File: src/rtl/dim_pkg.sv
package dim_pkg;
  localparam int CH_N       = 8;
  localparam int DUTY_W     = 8;
  localparam int PSC_W      = 16;
  localparam int TMO_W      = 16;
  localparam int ADDR_W     = 4;
  localparam int DATA_W     = 16;
  localparam int SYNC_LIMIT = 512;
  localparam int OFF_BASE   = 8;

  localparam logic [ADDR_W-1:0] A_CTRL   = 4'd0;
  localparam logic [ADDR_W-1:0] A_MASTER = 4'd1;
  localparam logic [ADDR_W-1:0] A_PSC    = 4'd2;
  localparam logic [ADDR_W-1:0] A_TMO    = 4'd3;

  localparam int CTRL_EN_BIT  = 0;
  localparam int CTRL_EXT_BIT = 1;
  localparam int CTRL_CLR_BIT = 2;

  typedef struct packed {
    logic ext;
    logic en;
  } ctrl_t;
endpackage

File: src/rtl/dim_sync2.sv
module dim_sync2 #(
  parameter int STAGES = 2
) (
  input  logic clk_i,
  input  logic rst_ni,
  input  logic d_i,
  output logic q_o
);
  logic [STAGES-1:0] q;

  always_ff @(posedge clk_i or negedge rst_ni) begin
    if (!rst_ni) q <= '0;
    else         q <= {q[STAGES-2:0], d_i};
  end

  assign q_o = q[STAGES-1];
endmodule

File: src/rtl/dim_regs.sv
module dim_regs
  import dim_pkg::*;
#(
  parameter int N      = CH_N,
  parameter int DW     = DUTY_W,
  parameter int PW     = PSC_W,
  parameter int TW     = TMO_W,
  parameter int AW     = ADDR_W,
  parameter int WW     = DATA_W,
  parameter int OBASE  = OFF_BASE
) (
  input  logic                  clk_i,
  input  logic                  rst_ni,
  input  logic                  we_i,
  input  logic [AW-1:0]         addr_i,
  input  logic [WW-1:0]         wdata_i,
  output ctrl_t                 ctrl_o,
  output logic                  fault_clr_o,
  output logic [DW-1:0]         master_o,
  output logic [N-1:0][DW-1:0]  off_o,
  output logic [PW-1:0]         psc_o,
  output logic [TW-1:0]         tmo_o
);
  logic wr_ctrl;
  assign wr_ctrl     = we_i && (addr_i == A_CTRL);
  assign fault_clr_o = wr_ctrl && wdata_i[CTRL_CLR_BIT];

  always_ff @(posedge clk_i or negedge rst_ni) begin
    if (!rst_ni) begin
      ctrl_o   <= '0;
      master_o <= '0;
      psc_o    <= '0;
      tmo_o    <= '1;
    end else if (we_i) begin
      if (addr_i == A_CTRL) begin
        ctrl_o.en  <= wdata_i[CTRL_EN_BIT];
        ctrl_o.ext <= wdata_i[CTRL_EXT_BIT];
      end
      if (addr_i == A_MASTER) master_o <= wdata_i[DW-1:0];
      if (addr_i == A_PSC)    psc_o    <= wdata_i[PW-1:0];
      if (addr_i == A_TMO)    tmo_o    <= wdata_i[TW-1:0];
    end
  end

  for (genvar k = 0; k < N; k++) begin : g_off
    always_ff @(posedge clk_i or negedge rst_ni) begin
      if (!rst_ni)                                    off_o[k] <= '0;
      else if (we_i && (addr_i == AW'(OBASE + k)))    off_o[k] <= wdata_i[DW-1:0];
    end
  end
endmodule

File: src/rtl/dim_fault.sv
module dim_fault #(
  parameter int TW = 16
) (
  input  logic          clk_i,
  input  logic          rst_ni,
  input  logic          en_i,
  input  logic          lamp_i,
  input  logic          clr_i,
  input  logic [TW-1:0] tmo_i,
  output logic          fault_o
);
  logic [TW-1:0] cnt_q;
  logic          seen_q;
  logic          fault_q;

  always_ff @(posedge clk_i or negedge rst_ni) begin
    if (!rst_ni) begin
      cnt_q   <= '0;
      seen_q  <= 1'b0;
      fault_q <= 1'b0;
    end else if (!en_i) begin
      cnt_q   <= '0;
      seen_q  <= 1'b0;
      fault_q <= 1'b0;
    end else if (clr_i) begin
      cnt_q   <= '0;
      fault_q <= 1'b0;
      seen_q  <= seen_q | lamp_i;
    end else if (lamp_i) begin
      seen_q  <= 1'b1;
    end else if (!seen_q && !fault_q) begin
      if (cnt_q == tmo_i) fault_q <= 1'b1;
      else                cnt_q   <= cnt_q + 1'b1;
    end
  end

  assign fault_o = fault_q;

  // sticky until clear strobe or enable loss
  a_r10_fault_sticky: assert property (@(posedge clk_i) disable iff (!rst_ni)
    fault_q && en_i && !clr_i |=> fault_q);
endmodule

File: src/rtl/dim_timebase.sv
module dim_timebase #(
  parameter int DW      = 8,
  parameter int PW      = 16,
  parameter int SYNC_LIM = 512
) (
  input  logic          clk_i,
  input  logic          rst_ni,
  input  logic          go_i,
  input  logic          ext_mode_i,
  input  logic          sync_rise_i,
  input  logic [PW-1:0] psc_i,
  output logic [DW-1:0] phase_o,
  output logic          load_o,
  output logic          run_o,
  output logic          lost_o
);
  localparam int SC_W = $clog2(SYNC_LIM);
  localparam logic [DW-1:0]   PH_MAX = {DW{1'b1}};
  localparam logic [SC_W-1:0] SC_END = SC_W'(SYNC_LIM - 1);

  logic [PW-1:0]   psc_q;
  logic [DW-1:0]   phase_q;
  logic [SC_W-1:0] sc_q;
  logic            lost_q;
  logic            step;
  logic            restart;

  assign step    = (psc_q == psc_i);
  assign restart = ext_mode_i && sync_rise_i;

  always_ff @(posedge clk_i or negedge rst_ni) begin
    if (!rst_ni) begin
      psc_q   <= '0;
      phase_q <= '0;
      sc_q    <= '0;
      lost_q  <= 1'b0;
    end else if (!go_i || restart) begin
      psc_q   <= '0;
      phase_q <= '0;
      sc_q    <= '0;
      lost_q  <= 1'b0;
    end else begin
      psc_q <= step ? '0 : psc_q + 1'b1;
      if (step && !(ext_mode_i && phase_q == PH_MAX)) phase_q <= phase_q + 1'b1;
      if (!ext_mode_i) begin
        sc_q   <= '0;
        lost_q <= 1'b0;
      end else if (sc_q == SC_END) begin
        lost_q <= 1'b1;
      end else begin
        sc_q <= sc_q + 1'b1;
      end
    end
  end

  // shadow load: idle, sync restart, or internal wrap
  assign load_o  = !go_i || restart || (!ext_mode_i && step && phase_q == PH_MAX);
  assign run_o   = go_i && !lost_q;
  assign phase_o = phase_q;
  assign lost_o  = lost_q;

  a_r4_wrap: assert property (@(posedge clk_i) disable iff (!rst_ni)
    go_i && !ext_mode_i && step && phase_q == PH_MAX |=> phase_q == '0);
  a_r7_restart: assert property (@(posedge clk_i) disable iff (!rst_ni)
    go_i && ext_mode_i && sync_rise_i |=> phase_q == '0);
  a_r8_lost_ext_only: assert property (@(posedge clk_i) disable iff (!rst_ni)
    $rose(lost_q) |-> $past(ext_mode_i) && $past(go_i));
endmodule

File: src/rtl/dim_chan.sv
module dim_chan #(
  parameter int DW = 8
) (
  input  logic          clk_i,
  input  logic          rst_ni,
  input  logic [DW-1:0] master_i,
  input  logic [DW-1:0] off_i,
  input  logic [DW-1:0] phase_i,
  input  logic          load_i,
  input  logic          run_i,
  output logic          pwm_o
);
  logic signed [DW+1:0] sum;
  logic [DW-1:0]        sat;
  logic [DW-1:0]        shadow_q;

  assign sum = $signed({2'b00, master_i}) + $signed({{2{off_i[DW-1]}}, off_i});

  always_comb begin
    if (sum[DW+1])    sat = '0;
    else if (sum[DW]) sat = '1;
    else              sat = sum[DW-1:0];
  end

  always_ff @(posedge clk_i or negedge rst_ni) begin
    if (!rst_ni) begin
      shadow_q <= '0;
      pwm_o    <= 1'b0;
    end else begin
      if (load_i) shadow_q <= sat;
      pwm_o <= run_i && ((shadow_q == '1) || (phase_i < shadow_q));
    end
  end
endmodule

File: src/rtl/dim_pwm_bank.sv
module dim_pwm_bank
  import dim_pkg::*;
#(
  parameter int N  = CH_N,
  parameter int DW = DUTY_W,
  parameter int PW = PSC_W,
  parameter int TW = TMO_W,
  parameter int AW = ADDR_W,
  parameter int WW = DATA_W
) (
  input  logic          clk_i,
  input  logic          rst_ni,
  input  logic          en_i,
  input  logic          lamp_on_i,
  input  logic          sync_i,
  input  logic          we_i,
  input  logic [AW-1:0] addr_i,
  input  logic [WW-1:0] wdata_i,
  output logic [N-1:0]  pwm_o,
  output logic [2:0]    status_o
);
  ctrl_t                ctrl;
  logic                 fault_clr;
  logic [DW-1:0]        master;
  logic [N-1:0][DW-1:0] off;
  logic [PW-1:0]        psc;
  logic [TW-1:0]        tmo;
  logic                 lamp_s, sync_s, sync_d;
  logic                 en_eff, fault, go, lost, run, load;
  logic [DW-1:0]        phase;

  dim_regs #(.N(N), .DW(DW), .PW(PW), .TW(TW), .AW(AW), .WW(WW), .OBASE(OFF_BASE)) u_regs (
    .clk_i, .rst_ni, .we_i, .addr_i, .wdata_i,
    .ctrl_o(ctrl), .fault_clr_o(fault_clr), .master_o(master),
    .off_o(off), .psc_o(psc), .tmo_o(tmo)
  );

  dim_sync2 #(.STAGES(2)) u_sync_lamp (.clk_i, .rst_ni, .d_i(lamp_on_i), .q_o(lamp_s));
  dim_sync2 #(.STAGES(2)) u_sync_ext  (.clk_i, .rst_ni, .d_i(sync_i),    .q_o(sync_s));

  always_ff @(posedge clk_i or negedge rst_ni) begin
    if (!rst_ni) sync_d <= 1'b0;
    else         sync_d <= sync_s;
  end

  assign en_eff = en_i && ctrl.en;

  dim_fault #(.TW(TW)) u_fault (
    .clk_i, .rst_ni, .en_i(en_eff), .lamp_i(lamp_s), .clr_i(fault_clr),
    .tmo_i(tmo), .fault_o(fault)
  );

  assign go = en_eff && !fault;

  dim_timebase #(.DW(DW), .PW(PW), .SYNC_LIM(SYNC_LIMIT)) u_tb (
    .clk_i, .rst_ni, .go_i(go), .ext_mode_i(ctrl.ext),
    .sync_rise_i(sync_s && !sync_d), .psc_i(psc),
    .phase_o(phase), .load_o(load), .run_o(run), .lost_o(lost)
  );

  for (genvar k = 0; k < N; k++) begin : g_ch
    dim_chan #(.DW(DW)) u_ch (
      .clk_i, .rst_ni, .master_i(master), .off_i(off[k]), .phase_i(phase),
      .load_i(load), .run_i(run), .pwm_o(pwm_o[k])
    );
  end

  assign status_o = {en_eff, lost, fault};

  a_r6_gate: assert property (@(posedge clk_i) disable iff (!rst_ni)
    !en_i |=> pwm_o == '0);
  a_r9_fault_off: assert property (@(posedge clk_i) disable iff (!rst_ni)
    status_o[0] |=> pwm_o == '0);
  a_r8_lost_off: assert property (@(posedge clk_i) disable iff (!rst_ni)
    status_o[1] |=> pwm_o == '0);
endmodule

File: config.mk
export PLATFORM = sky130hd
export DESIGN_NAME = dim_pwm_bank
export DESIGN_NICKNAME = d
export VERILOG_FILES = /design/src/rtl/dim_pkg.sv /design/src/rtl/dim_sync2.sv /design/src/rtl/dim_regs.sv /design/src/rtl/dim_fault.sv /design/src/rtl/dim_timebase.sv /design/src/rtl/dim_chan.sv /design/src/rtl/dim_pwm_bank.sv
export SDC_FILE = /design/constraint.sdc
export NUM_CORES = 1
export LEC_CHECK = 0
export ABC_CLOCK_PERIOD_IN_PS = 2720
export BUFFER_PORTS_ARGS = -buffer_cell sky130_fd_sc_hd__clkbuf_2
export CORE_MARGIN = 2
export CORE_UTILIZATION = 30
export CTS_CLUSTER_SIZE = 16
export DETAILED_ROUTE_END_ITERATION = 10
export PLACE_DENSITY_LB_ADDON = 0.08
export SKIP_CTS_REPAIR_TIMING = 1
export SYNTH_ARGS = -nofsm -noshare
export SYNTH_HDL_FRONTEND = slang
export SYNTH_SLANG_ARGS = --single-unit
File: constraint.sdc
create_clock -name clk_i -period 2.72 [get_ports clk_i]
set_input_delay 0.68 -clock clk_i [delete_from_list [all_inputs] [get_ports clk_i]]
set_output_delay 0.68 -clock clk_i [all_outputs]
set_load 0.005 [all_outputs]
## Word-level counts from Yosys, hierarchy flattened

Index checks and enable logic that the tools add are counted.

- Flip-flop bits (word level): 235
- Input port bits: 26
- Output and inout bits: 11
- Logic and storage cells: 182

- Add/sub/neg operators: 12
- Order comparisons: 8
- Eq/ne operators: 30
- Multiplexer cells: 39
- Bitwise operators: 1
- Reduce and logical (&&, ||, !) cells: 53

Operators with widths:

| cell | count |
|---|---|
| two-way mux 8 bit | 18 |
| two-way mux 16 bit | 7 |
| adder 9 x 8 -> 10 bit | 8 |
| equality test 8 bit (second input constant) | 9 |
| less-than comparator 8 bit | 8 |
| adder 16 x 1 -> 16 bit (second input constant) | 2 |
| equality test 16 bit | 2 |
| equality test 4 bit (second input constant) | 8 |
| logical AND 1 bit | 28 |
| two-way mux 9 bit | 3 |
| two-way mux 1 bit | 11 |
| logical OR 1 bit | 10 |
| adder 9 x 1 -> 9 bit (second input constant) | 1 |
| equality test 9 bit (second input constant) | 1 |
| != test 3 x 2 -> 1 bit (second input constant) | 3 |
| != test 3 bit (second input constant) | 3 |
| adder 8 x 1 -> 8 bit (second input constant) | 1 |
| equality test 4 x 2 -> 1 bit (second input constant) | 2 |
| AND reduction 2 bit | 4 |
| zero test 1 bit | 7 |
| AND reduction 3 bit | 2 |
| equality test 4 x 1 -> 1 bit (second input constant) | 1 |
| zero test 4 bit | 1 |
| != test 3 x 1 -> 1 bit (second input constant) | 1 |
| 2 further kinds | 2 |

## Depth between registers and ports, before layout

Gate-level depths: netlist (run 1).

- Word-level depth: 6
- Mapped depth: 9
- Gate-level depth less buffers: 8

## Cells and area by module

Synthesis (run 1) repeated with hierarchy kept, for this count alone.

- Cells, all modules: 1,438
- Area total of the unflattened synthesis: 14,970.6 µm²

Modules (own cells, without submodules):

| module | times used | cells an instance | area an instance (µm²) |
|---|---|---|---|
| dim_chan | 8 | 106 | 952.2 |
| dim_regs | 1 | 247 | 4,065.1 |
| dim_timebase | 1 | 203 | 1,905.6 |
| dim_fault | 1 | 129 | 1,213.7 |
| dim_sync2 | 2 | 2 | 50.0 |
| dim_pwm_bank | 1 | 7 | 68.8 |

## Least setup slack after synthesis (run 1)

No wires, ideal clock.

- Kind: register -> register
- From: reg u_regs.master_o[1]
- To: reg g_ch[5].u_ch.shadow_q[4]
- Library setup time: 0.083 ns
- Arrival: 2.484 ns
- Setup slack: 0.153 ns
- Cell stages (with the launch flop): 9
- Period minus slack after synthesis: 2.567 ns
- Path through: dfrtp_1 ha_1 a21oi_1 o2111ai_1 a21oi_1 nor4bb_1 or4_1 clkbuf_1 o21ai_0

- Cells in the longest elaborated chain, start to end: 3

Ends and longest elaborated chain:

| item | RTL line | text |
|---|---|---|
| start, declared | dim_regs.sv:19 | `output logic [DW-1:0] master_o,` |
| start signal, assigned | dim_regs.sv:39 | `if (addr_i == A_MASTER) master_o <= wdata_i[DW-1:0];` |
| adder 9 x 8 -> 10 bit (*) | dim_chan.sv:17 | `assign sum = $signed({2'b00, master_i}) + $signed({{2{off_i[DW-1]}}, off_i});` |
| two-way mux 8 bit | dim_chan.sv:21 | `else if (sum[DW]) sat = '1;` |
| two-way mux 8 bit (*) | dim_chan.sv:20 | `if (sum[DW+1]) sat = '0;` |
| end signal, assigned | dim_chan.sv:30 | `if (load_i) shadow_q <= sat;` |
| end, declared | dim_chan.sv:15 | `logic [DW-1:0] shadow_q;` |

Every way passes the cells marked *; elsewhere a longest branch is shown, timed or not.
A chain may end at the register's enable or synchronous reset.

## Worst setup path after layout (run 1)

- From: reg u_regs.master_o[3]
- To: reg g_ch[2].u_ch.shadow_q[6]

- Cells in the longest elaborated chain, start to end: 3

Ends and longest elaborated chain:

| item | RTL line |
|---|---|
| adder 9 x 8 -> 10 bit (*) | dim_chan.sv:17 |
| two-way mux 8 bit | dim_chan.sv:21 |
| two-way mux 8 bit (*) | dim_chan.sv:20 |
| end signal, assigned | dim_chan.sv:30 |
| end, declared | dim_chan.sv:15 |

Marked as above.

==> results of run 1 <==
[routing by layer]
metal | GRT usage, % | vias up | wire [µm]
li1 | - | 5325 | -
met1 | 23.6 | 5075 | 20100
met2 | 25.3 | 143 | 17200
met3 | 2.48 | 41 | 1340
met4 | 3.08 | 0 | 646
met5 | 0 | - | 0
[sequential cells by signal, summed over array words and instances, names as in the netlist]
name and count:
u_fault.fault_o 1, u_regs.tmo_o 16, u_tb.sc_q 9, u_tb.phase_o 8, u_fault.cnt_q 16, u_regs.master_o 8
u_regs.off_o 64, u_sync_ext.q 2, u_sync_lamp.q 2, g_ch.u_ch.shadow_q 64, g_ch.u_ch.pwm_o 8, u_regs.psc_o 16
u_tb.lost_o 1, u_tb.psc_q 16, sync_d 1, u_fault.seen_q 1, u_regs.ctrl_o 2
[worst min path at each step]
stage / startpoint / slack, ns / depth (start not counted) / endpoint
floorplan: u_sync_ext.q[0] / 0.33 / 0 / u_sync_ext.q[1]
global placement: u_sync_lamp.q[0] / 0.34 / 0 / u_sync_lamp.q[1]
detailed placement: u_sync_lamp.q[0] / 0.34 / 0 / u_sync_lamp.q[1]
CTS: rst_ni / -0.005 / 1 / g_ch[7].u_ch.pwm_o
global route: rst_ni / 0.009 / 1 / g_ch[7].u_ch.pwm_o
finish: rst_ni / -0.0009 / 1 / g_ch[7].u_ch.pwm_o
[report_power, final]
part           switching, µW  internal (µW)  leakage [µW]
Sequential               783           4420       0.00296
Combinational           3250           2550       0.00392
Clock                   1600           2620      0.000516
Total                   5640           9580       0.00739
[worst reg2reg max path, stage by stage (launching register included)]
cell	delay, ns
dfrtp_1	0.44
buf_4	0.21
ha_1	0.39
nand3_1	0.12
o2111ai_1	0.32
a21oi_1	0.15
mux2i_1	0.13
or3_1	0.47
o21ai_0	0.21
[cells in the mapped netlist (3+ instances only)]
cell | number | area [µm²]
o21ai_1 | 12 | 60.1
buf_4 | 11 | 82.6
nor2_1 | 137 | 514
nor4_1 | 5 | 31.3
o211ai_1 | 13 | 97.6
and3_1 | 8 | 50.1
nand4_1 | 27 | 169
xnor2_1 | 73 | 639
a21oi_1 | 94 | 470
or2_2 | 4 | 25.0
nand2b_1 | 11 | 68.8
fa_1 | 8 | 160
clkbuf_1 | 39 | 146
nand3b_1 | 14 | 105
mux2_2 | 105 | 1180
a21o_1 | 23 | 173
or4_1 | 5 | 37.5
o41ai_1 | 15 | 131
ha_1 | 133 | 1660
nand2_1 | 109 | 409
inv_1 | 87 | 327
o21ai_0 | 82 | 410
a21bo_2 | 4 | 40.0
o22ai_1 | 8 | 50.1
dfstp_2 | 16 | 420
o2111ai_1 | 11 | 96.3
nor3_1 | 22 | 110
mux2i_1 | 9 | 90.1
dfrtp_1 | 219 | 5480
nand4b_1 | 9 | 78.8
xor2_1 | 46 | 403
o21bai_1 | 7 | 52.6
nand3_1 | 55 | 275
a211oi_1 | 3 | 22.5
nor2b_1 | 13 | 81.3
or3_1 | 20 | 125
[metrics by stage]
stage	util (%)	instances	setup TNS, ns	cell area (µm²)
6_report	35.1	2175	0	16700
3_3_place_gp	32.7	2121	0	15600
5_1_grt	35.1	2175	-0.00295	16700
4_1_cts	34.9	2175	0	16600
3_5_place_dp	32.7	2121	0	15600
2_1_floorplan	-	1475	0	14400
[kinds of logic after synthesis]
family	after synthesis	synth area share, %
xor+xnor	119	7.23
compound gates	279	11.5
simple gates	447	15.0
mux	114	8.82
fa+ha+maj	141	12.6
flops	235	40.9
buf+inv	140	3.95
[final cells by class]
class,instances,area [µm²]
timing repair buffer,84,601
sequential,235,5900
multi-input combinational,1100,8060
tap,615,769
clock buffer,46,890
fill,4909,30900
clock inverter,8,155
inverter,87,327
[cell usage in the layout (no fill, tap or decap), drive strengths merged, types with 3 or more instances in the layout]
master,netlist,layout
dfrtp,219,219
nor2,137,137
ha,133,133
nand2,109,109
mux2,105,105
a21oi,94,94
o21ai,94,94
inv,87,88
clkbuf,39,81
xnor2,73,73
nand3,55,55
buf,14,49
xor2,46,46
nand4,27,27
a21o,23,23
nor3,22,22
or3,20,20
dfstp,16,16
o41ai,15,15
nand3b,14,14
nor2b,13,13
o211ai,13,13
nand2b,11,11
o2111ai,11,11
nand4b,9,9
mux2i,9,9
and3,8,8
o22ai,8,8
fa,8,8
o21bai,7,7
or4,6,6
nor4,6,6
or2,4,4
a21bo,4,4
bufinv,0,4
a211oi,3,3
clkinv,0,3
==> flow_summary.ini, run 1 <==
[yosys]
netlist-cell-type-count = 49
netlist_area_mm2 = 0.0144
ys.flop_type = dfrtp_1
synthesis.nets = 1642
netlist_instances = 1475
yosysWarnings = 0
synth-edff-count = 0
ys_seq_area_share_pct = 40.9
ys_async_sr_fraction_pct = 100
synth-seq-cells = 235
avgSynthCellArea_um2 = 9.78

[detailed_routing]
drcViolationCount = 0
avgRoutedWirePerCell_um = 18.1
routed_wl_mm = 39.3
drt-initial-drc-count = 519
vias = 10600
viasPerCell = 4.87
ant_nets = 0
firstDrtPassIters = 5

[layout]
area_delta_synth_final_pct = 15.8
drive_gt1_share_pct = 17.8
layout.nets = 1704
num_antenna_cells = 0

[global_routing]
antenna_found_initial = 0
grt_max_degree = 66
grt_pass1_vias = 10700
grtUsageTotal_pct = 16.1
grt_first_pass_wirelength_mm = 63.0
grt_overflow = 0

[timing]
max_slew_margin_pct = 41.8
hold_violations = 1
finalMaxSlewViolations = 0
setup_slack_ns = 0.188
fin_crit_sh_pct = 93.1
worst_slew_pin_slew_ns = 0.873
timing.fmax_ghz = 0.395
fin_crit_ns = 2.53
setup_viol = 0
fin_skew_ns = 0.0147
fin_hold_ws_ns = -0.000905

[floorplanning]
core_mm2 = 0.0476
io_pins = 37
start_util_pct = 30.3
num_rows = 80
die_x_um = 223
dieArea_mm2 = 0.0499
die_h_um = 223

[critical_path]
r2r-start = u_regs.master_o[3]
slowest_stage = or3_1
crit_fanout = 8
critPathKind = register to register
cpPeakStageDelay_ns = 0.47
cp-endpoint = g_ch[2].u_ch.shadow_q[6]
crit_cells = 8
cp_cell_sequence = buf_4 > ha_1 > nand3_1 > o2111ai_1 > a21oi_1 > mux2i_1 > or3_1 > o21ai_0
crit_family = compound AO/OA/AOI/OAI gates
timing.rr.end = g_ch[2].u_ch.shadow_q[6]
critical_path.startpoint = u_regs.master_o[3]
crit_buf_inv = 1
cp_data_arrival_time_ns = 3.02
startpoint_type = register
r2r_setup_slack_ns = 0.19
ff2ff_path_depth = 8
cp-end-kind = register
required_ns = 3.21

[status]
failed_checks = hold timing
status = finished, violations left

[clock_network]
cts_max_level = 1
cts.clk_slew.worst_paths_ns = 0.06
clockBufferDepth = 3
clk_latency_ns = 0.58
cts_tree = built
numCtsBuffers = 29
clockRootBuffer = clkbuf_16
cts.sinks = 235

[power_and_ir_drop]
power.leakage_uw = 0.00739
power_density_mw_per_mm2 = 911
power_uw = 15200
peakVddDrop_mv = 0.537

[placement]
hpwlAfterDp_mm = 29.0
gp_congestion = 0.788
dp_slack_ns = 0.0237
port_buffers = 36

[flow_run]
cap_violations = 0

[min_path]
min_path_type = input port to asynchronous set/reset pin
Note: power is estimated with default switching activity, not from simulation.
==> inputs of run 2 (changes only) <==
--- a/config.mk
+++ b/config.mk
@@ -7,8 +7,9 @@
 export LEC_CHECK = 0
 export ABC_CLOCK_PERIOD_IN_PS = 2720
 export BUFFER_PORTS_ARGS = -buffer_cell sky130_fd_sc_hd__clkbuf_2
+export CORE_ASPECT_RATIO = 0.75
 export CORE_MARGIN = 2
-export CORE_UTILIZATION = 30
+export CORE_UTILIZATION = 40
 export CTS_CLUSTER_SIZE = 16
 export DETAILED_ROUTE_END_ITERATION = 10
 export PLACE_DENSITY_LB_ADDON = 0.08
==> flow_summary.ini, run 2 (synthesis gave the netlist of run 1 again) <==
[critical_path]
startpoint_type = register
path_common_cell = a21oi_1
slowest_stage = dfrtp_2
cp-end-kind = register
cp_data_arrival_time_ns = 3.01
r2r-start = u_regs.master_o[1]
critPathKind = register to register
cpPeakStageDelay_ns = 0.48
critical_path.startpoint = u_regs.master_o[1]
crit_fanout = 8
cp_cell_sequence = buf_4 > ha_1 > a21oi_1 > o2111ai_1 > a21oi_1 > mux2i_1 > or3_1 > o21ai_0
required_ns = 3.17

[timing]
hold_violations = 0
setup_slack_ns = 0.158
fin_hold_ws_ns = 0.0491
worst_slew_pin_slew_ns = 0.710
fin_skew_ns = 0.0105
max_slew_margin_pct = 52.7
finalMaxSlewViolations = 0
fin_crit_sh_pct = 94.2
fin_crit_ns = 2.56
setup_viol = 0
timing.fmax_ghz = 0.390

[detailed_routing]
avgRoutedWirePerCell_um = 18.4
routed_wl_mm = 37.3
viasPerCell = 5.24
vias = 10600
firstDrtPassIters = 5
drcViolationCount = 0
ant_nets = 0
drt-initial-drc-count = 719

[global_routing]
grt_pass1_vias = 10300
grt_max_degree = 63
grtUsageTotal_pct = 20.4
grt_overflow = 0
grt_first_pass_wirelength_mm = 60.1
antenna_found_initial = 0

[layout]
final_cell_mix = dfrtp_1, nor2_1, ha_1
layout.nets = 1706
area_delta_synth_final_pct = 14.1
final_common_cell = dfrtp_1
fin_area_mm2 = 0.0165
num_antenna_cells = 0
largestRegisters = g_ch.u_ch.shadow_q x64, u_regs.off_o x64
fillers = 3469
drive_gt1_share_pct = 18.0
fin_cells = 2024

[floorplanning]
start_util_pct = 40.4
num_rows = 60
io_pins = 37
die_x_um = 223
die_h_um = 168
dieArea_mm2 = 0.0376
core_mm2 = 0.0357

[placement]
dp_slack_ns = -0.00799
place_area_mm2 = 0.0154
gp_congestion = 0.804
port_buffers = 36
hpwlAfterDp_mm = 26.6
dp_cells = 1975

[min_path]
min_path_type = input port to asynchronous set/reset pin

[clock_network]
clk_latency_ns = 0.54
clockRootBuffer = clkbuf_16
cts.clk_slew.worst_paths_ns = 0.06
cts.sinks = 235
numCtsBuffers = 27
cts_max_level = 1
cts_tree = built
clockBufferDepth = 3

[power_and_ir_drop]
power.leakage_uw = 0.00737
power_density_mw_per_mm2 = 892
peakVddDrop_mv = 0.432

[flow_run]
cap_violations = 0

[status]
status = complete, no violations
==> run 2: area by class of cell <==
class                      instances  area, µm²  area share, %
tap                              465        582           3.54
timing repair buffer              88        656           3.98
sequential                       235       5900           35.9
clock inverter                    13        174           1.06
inverter                          87        327           1.98
multi-input combinational       1100       8060           49.0
clock buffer                      36        759           4.61
==> run 2: final timing paths <==
check                                                end  slack [ns]  depth (start not counted)
min in group clk_i                       u_sync_ext.q[0]        0.24                          1
worst max register to register  g_ch[7].u_ch.shadow_q[1]        0.16                          8
worst max-delay path            g_ch[7].u_ch.shadow_q[1]        0.16                          8
worst min register to register          u_sync_lamp.q[1]        0.35                          0
max in group asynchronous                u_regs.tmo_o[6]        1.88                          2
worst min-delay path                  g_ch[7].u_ch.pwm_o        0.05                          1
==> run 2: per-stage QoR <==
stage / power, µW / TNS [ns] / utilization, %
2_1_floorplan: 9240 / 0 / -
3_3_place_gp: 10800 / 0 / 43.2
3_5_place_dp: 10800 / -0.0254 / 43.2
4_1_cts: 14700 / -0.179 / 45.8
5_1_grt: 15900 / -0.0310 / 46.1
6_report: 14700 / 0 / 46.1
==> run 2: layer usage <==
| layer | share of wire (%) | global-route usage [%] | vias to the layer above |
|---|---|---|---|
| li1 | - | - | 5331 |
| met1 | 53 | 31.0 | 5052 |
| met2 | 42 | 30.3 | 176 |
| met3 | 3.8 | 3.40 | 46 |
| met4 | 1.9 | 4.41 | 0 |
| met5 | 0 | 0 | - |
==> run 2: critical path, delay by kind of cell (launching register included) <==
kind	cells	cell delay, ns
AO/OA/AOI/OAI	4	0.95
adder cells (fa/ha/maj)	1	0.28
buffers and inverters	1	0.20
flip-flops	1	0.48
multiplexers	1	0.10
AND/OR/NAND/NOR	1	0.47
==> run 2: where the power goes <==
group	switching, µW	internal (µW)	total [µW]
combinational	3120	2560	5680
clock	1480	2340	3820
sequential	769	4420	5190
